`config.mk`:
```
export PLATFORM = sky130hd
export DESIGN_NAME = adv_load_table
export DESIGN_NICKNAME = d
export VERILOG_FILES = /design/src/rtl/alat_pkg.sv /design/src/rtl/alat_overlap.sv /design/src/rtl/alat_victim.sv /design/src/rtl/adv_load_table.sv
export SDC_FILE = /design/constraint.sdc
export NUM_CORES = 2
export LEC_CHECK = 0
export BUFFER_PORTS_ARGS = -buffer_cell sky130_fd_sc_hd__buf_4
export CAP_MARGIN = 20
export CORE_UTILIZATION = 57
export DETAILED_ROUTE_END_ITERATION = 12
export PLACE_DENSITY = 0.8
export SETUP_SLACK_MARGIN = 0.5
export SLEW_MARGIN = 20
export SYNTH_ARGS = -nofsm -noshare
export SYNTH_HDL_FRONTEND = slang
export SYNTH_SLANG_ARGS = --single-unit
export TNS_END_PERCENT = 30
```
`constraint.sdc`:
```
create_clock -name clk -period 13.2 [get_ports clk]
set_clock_uncertainty 0.15 [all_clocks]
set_input_delay 3.3 -clock clk [delete_from_list [all_inputs] [get_ports clk]]
set_output_delay 3.3 -clock clk [all_outputs]
set_load 0.05 [all_outputs]
```
`src/rtl/alat_pkg.sv`:
```
package alat_pkg;
  typedef enum logic [1:0] {
    SZ_B1 = 2'd0,
    SZ_B2 = 2'd1,
    SZ_B4 = 2'd2,
    SZ_B8 = 2'd3
  } acc_size_e;

  function automatic logic [3:0] size_bytes(input acc_size_e s);
    return 4'd1 << s;
  endfunction
endpackage

```
`src/rtl/alat_overlap.sv`:
```
module alat_overlap
  import alat_pkg::*;
#(
  parameter int AW = 32
) (
  input  logic [AW-1:0] a_addr,
  input  logic [1:0]    a_size,
  input  logic [AW-1:0] b_addr,
  input  logic [1:0]    b_size,
  output logic          overlap
);
  localparam int EW = AW + 1;

  logic [EW-1:0] a_lo, a_hi, b_lo, b_hi;

  always_comb begin
    a_lo    = {1'b0, a_addr};
    b_lo    = {1'b0, b_addr};
    a_hi    = a_lo + EW'(size_bytes(acc_size_e'(a_size)));
    b_hi    = b_lo + EW'(size_bytes(acc_size_e'(b_size)));
    overlap = (a_lo < b_hi) && (b_lo < a_hi);
  end
endmodule

```
`src/rtl/alat_victim.sv`:
```
module alat_victim #(
  parameter int N = 16
) (
  input  logic         clk,
  input  logic         rst_n,
  input  logic         flush,
  input  logic         alloc,
  input  logic [N-1:0] free,
  input  logic [N-1:0] match,
  output logic [N-1:0] sel
);
  localparam int PW = (N > 1) ? $clog2(N) : 1;

  logic [PW-1:0] ptr_q;
  logic          found;
  logic          evict;

  always_comb begin
    sel   = '0;
    found = 1'b0;
    if (|match) begin
      sel = match;
    end else if (|free) begin
      for (int i = 0; i < N; i++) begin
        if (free[i] && !found) begin
          sel[i] = 1'b1;
          found  = 1'b1;
        end
      end
    end else begin
      sel = N'(1) << ptr_q;
    end
  end

  assign evict = alloc && !(|match) && !(|free);

  always_ff @(posedge clk or negedge rst_n) begin
    if (!rst_n) begin
      ptr_q <= '0;
    end else if (flush) begin
      ptr_q <= '0;
    end else if (evict) begin
      ptr_q <= (ptr_q == PW'(N - 1)) ? '0 : ptr_q + 1'b1;
    end
  end
endmodule

```
`src/rtl/adv_load_table.sv`:
```
module adv_load_table #(
  parameter int N  = 16,
  parameter int AW = 32,
  parameter int RW = 7
) (
  input  logic          clk,
  input  logic          rst_n,
  input  logic          flush_all,
  input  logic          ld_valid,
  input  logic [RW-1:0] ld_reg,
  input  logic [AW-1:0] ld_addr,
  input  logic [1:0]    ld_size,
  input  logic          st_valid,
  input  logic [AW-1:0] st_addr,
  input  logic [1:0]    st_size,
  input  logic          chk_valid,
  input  logic [RW-1:0] chk_reg,
  output logic          rsp_valid,
  output logic          rsp_hit
);
  logic [N-1:0]  vld_q;
  logic [RW-1:0] tag_q  [N];
  logic [AW-1:0] addr_q [N];
  logic [1:0]    size_q [N];

  logic [N-1:0] st_hit;
  logic [N-1:0] kill;
  logic [N-1:0] vld_post;
  logic [N-1:0] ld_match;
  logic [N-1:0] chk_match;
  logic [N-1:0] wr_sel;

  // per-entry comparators
  for (genvar g = 0; g < N; g++) begin : g_ent
    alat_overlap #(.AW(AW)) u_ovl (
      .a_addr (st_addr),
      .a_size (st_size),
      .b_addr (addr_q[g]),
      .b_size (size_q[g]),
      .overlap(st_hit[g])
    );
    assign kill[g]      = flush_all || (st_valid && st_hit[g]);
    assign vld_post[g]  = vld_q[g] && !kill[g];
    assign ld_match[g]  = vld_post[g] && (tag_q[g] == ld_reg);
    assign chk_match[g] = vld_q[g] && (tag_q[g] == chk_reg);
  end

  alat_victim #(.N(N)) u_vict (
    .clk  (clk),
    .rst_n(rst_n),
    .flush(flush_all),
    .alloc(ld_valid),
    .free (~vld_post),
    .match(ld_match),
    .sel  (wr_sel)
  );

  // invalidations first, then the insert
  always_ff @(posedge clk or negedge rst_n) begin
    if (!rst_n) begin
      vld_q <= '0;
    end else begin
      for (int i = 0; i < N; i++) begin
        vld_q[i] <= vld_post[i] || (ld_valid && wr_sel[i]);
      end
    end
  end

  always_ff @(posedge clk) begin
    for (int i = 0; i < N; i++) begin
      if (ld_valid && wr_sel[i]) begin
        tag_q[i]  <= ld_reg;
        addr_q[i] <= ld_addr;
        size_q[i] <= ld_size;
      end
    end
  end

  always_ff @(posedge clk or negedge rst_n) begin
    if (!rst_n) begin
      rsp_valid <= 1'b0;
      rsp_hit   <= 1'b0;
    end else begin
      rsp_valid <= chk_valid;
      rsp_hit   <= chk_valid && (|chk_match);
    end
  end
endmodule

```
==> flow_metrics.env <==
export IMPL_firstDrtPassIters=6
export IMPL_crit_buf_inv=1
export IMPL_crit_fanout=41
export IMPL_fillCellCount=7759
export IMPL_synth_largest_area_cell="edfxtp_1"
export IMPL_finalHoldViolCount=0
export IMPL_period_share_pct=84.7
export IMPL_htreeDepth=3
export IMPL_final_common_cell="ha_1"
export IMPL_cpLargestDelayFamily="simple AND/OR/NAND/NOR gates"
export IMPL_dieWidth_um=317
export IMPL_antenna_left=0
export IMPL_cts_resized=0
export IMPL_relSlewSlack_pct=18.4
export IMPL_ys_warn_count=0
export IMPL_drc=0
export IMPL_numCtsBuffers=78
export IMPL_synth_top_area_share_pct=34.7
export IMPL_final_cells=6935
export IMPL_grt_max_degree=42
export IMPL_ys_types=93
export IMPL_grt_use_total_pct=34.0
export IMPL_cts_path_max_buffers=3
export IMPL_end_kind="flip-flop"
export IMPL_ys_flop_type="edfxtp_1"
export IMPL_ios=90
export IMPL_avgSynthCellArea_um2=10.5
export IMPL_path_class="in2reg"
export IMPL_crit_slowest_cell="a22o_2"
export IMPL_vdd_ir_drop_max_uv=105
export IMPL_num_antenna_cells=0
export IMPL_clock_sinks=678
export IMPL_drive_above_1_share_pct=5.72
export IMPL_holdBufCountCts=0
export IMPL_grt_pass1_wl_mm=258
export IMPL_synth_area_um2=56700
export IMPL_maxCapViolCount=0
export IMPL_layout_common_cells="ha_1 (1066), edfxtp_1 (656), xor2_1 (433)"
export IMPL_wl_per_cell_um=25.1
export IMPL_cp_start_kind="input pin"
export IMPL_tightest_slew_ps=1210
export IMPL_first_global_vias=45600
export IMPL_post_cts_buffers=0
export IMPL_initial_utilization_pct=57.6
export IMPL_synth_edf_count=656
export IMPL_die_area_um2=101000
export IMPL_ys_top_cells_by_area="edfxtp_1 (35%), ha_1 (24%), xor2_1 (6.8%), xnor2_1 (4.5%), a21oi_1 (3.2%)"
export IMPL_slew_violations=0
export IMPL_tns_ps=0
export IMPL_drtIter0Drc=4318
export IMPL_cts_tree="done"
export IMPL_portBuffers=89
export IMPL_report_power_total_uw=5420
export IMPL_rows=115
export IMPL_p_leak_uw=0.0243
export IMPL_fmax_mhz=89.5
export IMPL_outcome="complete, no violations"
export IMPL_via_count=46100
export IMPL_path_clk_slew_ps=60
export IMPL_clkLatencyLatePin_ps=660
export IMPL_wl_mm=174
export IMPL_hold_class="reg2reg"
export IMPL_gp_congestion=1.02
export IMPL_antenna_found_initial=1
export IMPL_numPlacedInstances=6792
export IMPL_synthCells=5419
export IMPL_required_ps=13320
export IMPL_die_h_um=317
export IMPL_rsz0062_at_grt="false"
export IMPL_dp_hpwl_mm=132
export IMPL_syn_to_final_growth_pct=9.36
export IMPL_setup_viol=0
export IMPL_path_cells="buf_4, ha_1, a21oi_1, nor2b_1, o21ai_0, nor2_1, nand2_1, nor3_1, nand3_1, nor2_1, nand3_1, xor2_2, ha_1, nor3b_1, nand3_1, nor3_1, o21ai_0, a211oi_1, o22ai_1, and3_1, nor4_4, nand4_2, nor2_1, a22o_2"
export IMPL_nNetsFinal=6756
export IMPL_crit_path_max_incr_delay_ps=930
export IMPL_synth_fp_nets=6590
export IMPL_power_density_nw_per_um2=87.4
export IMPL_grt_overflow_total=0
export IMPL_synth_seq_cells=678
export IMPL_routed_via_density=6.64
export IMPL_synth_yosys_seq_area_share_pct=35.7
export IMPL_cts_root_buffer="clkbuf_16"
export IMPL_async_flop_share_pct=3.24
export IMPL_core_area_um2=98400
export IMPL_arrival_ps=11290
export IMPL_fin_crit_ps=11180
[path summary, 6_finish.rpt]
| path | startpoint | to | slack, ps | depth (start not counted) |
|---|---|---|---|---|
| max | st_addr[2] | size_q[1][5] | 2020 | 24 |
| min | u_vict.ptr_q[2] | u_vict.ptr_q[2] | 500 | 2 |
| max reg2reg | size_q[1][3] | size_q[1][5] | 4360 | 22 |
| min reg2reg | u_vict.ptr_q[2] | u_vict.ptr_q[2] | 500 | 2 |
| max in group asynchronous | rst_n | vld_q[11] | 10220 | 1 |
| min in group asynchronous | rst_n | u_vict.ptr_q[0] | 2400 | 1 |
[worst register-to-register path, stage by stage (launching register included)]
cell       delay (ps)
edfxtp_1          420
nor2_1            180
ha_1              220
fa_1              220
a21o_1            130
a21oi_1           110
or3b_1            470
or3_1             540
or2_2             400
nor2_1            130
xnor2_1           130
ha_1              280
a21oi_1           160
o21ai_0           140
a2111oi_0         670
o21ai_0           380
a2111oi_1         910
nor3_2            290
o211ai_1          270
o2111a_1          270
nand4_2           430
nor2_1            580
a22o_2            930
[flip-flops by register name, indices dropped and copies added, names as in the netlist]
register,count
addr_q,512
tag_q,112
size_q,32
vld_q,16
u_vict.ptr_q,4
rsp_hit,1
rsp_valid,1
[where the power goes]
group | internal (µW) | switching [µW] | total [µW]
Sequential | 2390 | 28.7 | 2420
Combinational | 277 | 515 | 792
Clock | 1290 | 920 | 2210
[kinds of logic after synthesis]
kind of cell    after synthesis  synth area share (%)
compound gates             1077                  12.0
xor+xnor                    733                  11.3
simple gates               1700                  15.8
buf+inv                     148                  1.02
flops                       678                  35.7
fa+ha+maj                  1083                  24.1
[through the flow]
step | hold WS (ps) | cell area [µm²] | worst slack [ps] | utilization (%)
5_1_grt | 526 | 62000 | 1620 | 63.0
6_report | 498 | 62000 | 2020 | 63.0
4_1_cts | 490 | 62000 | 2230 | 63.0
3_3_place_gp | 477 | 59400 | 1660 | 60.4
2_1_floorplan | 417 | 56700 | 1600 | -
3_5_place_dp | 482 | 59400 | 1560 | 60.4
[layer usage]
layer  track usage [%]  part of all wire (%)  vias to the layer above  wire length, µm
li1                  -                     -                    21100                -
met1              42.8                    40                    22400            69000
met2              55.6                    46                     2004            79300
met3              4.78                   8.2                      524            14300
met4              20.9                   6.6                        0            11500
met5                 0                     0                        -                0
[area by class of cell]
cell class | count | area, µm² | area share [%]
clock buffers | 102 | 2160 | 3.48
inverters | 92 | 345 | 0.557
well taps | 1287 | 1610 | 2.60
clock inverters | 41 | 397 | 0.640
multi-input cells | 4593 | 36200 | 58.4
flip-flops and latches | 678 | 20200 | 32.7
repair buffers | 142 | 1070 | 1.72
[synth_stat cells (all sizes together) (17+ instances only)]
cell type,n
a211o,17
a211oi,59
a21o,122
a21oi,366
a221oi,26
a31oi,21
and2,53
and3,103
and4,85
buf,17
clkbuf,39
dfrtp,22
edfxtp,656
fa,17
ha,1066
inv,92
nand2,416
nand2b,22
nand3,235
nand4,249
nor2,265
nor2b,93
nor3,59
nor4,52
o211ai,35
o21a,42
o21ai,225
or3,17
xnor2,291
xor2,442
Note: power is estimated with default switching activity, not from simulation.
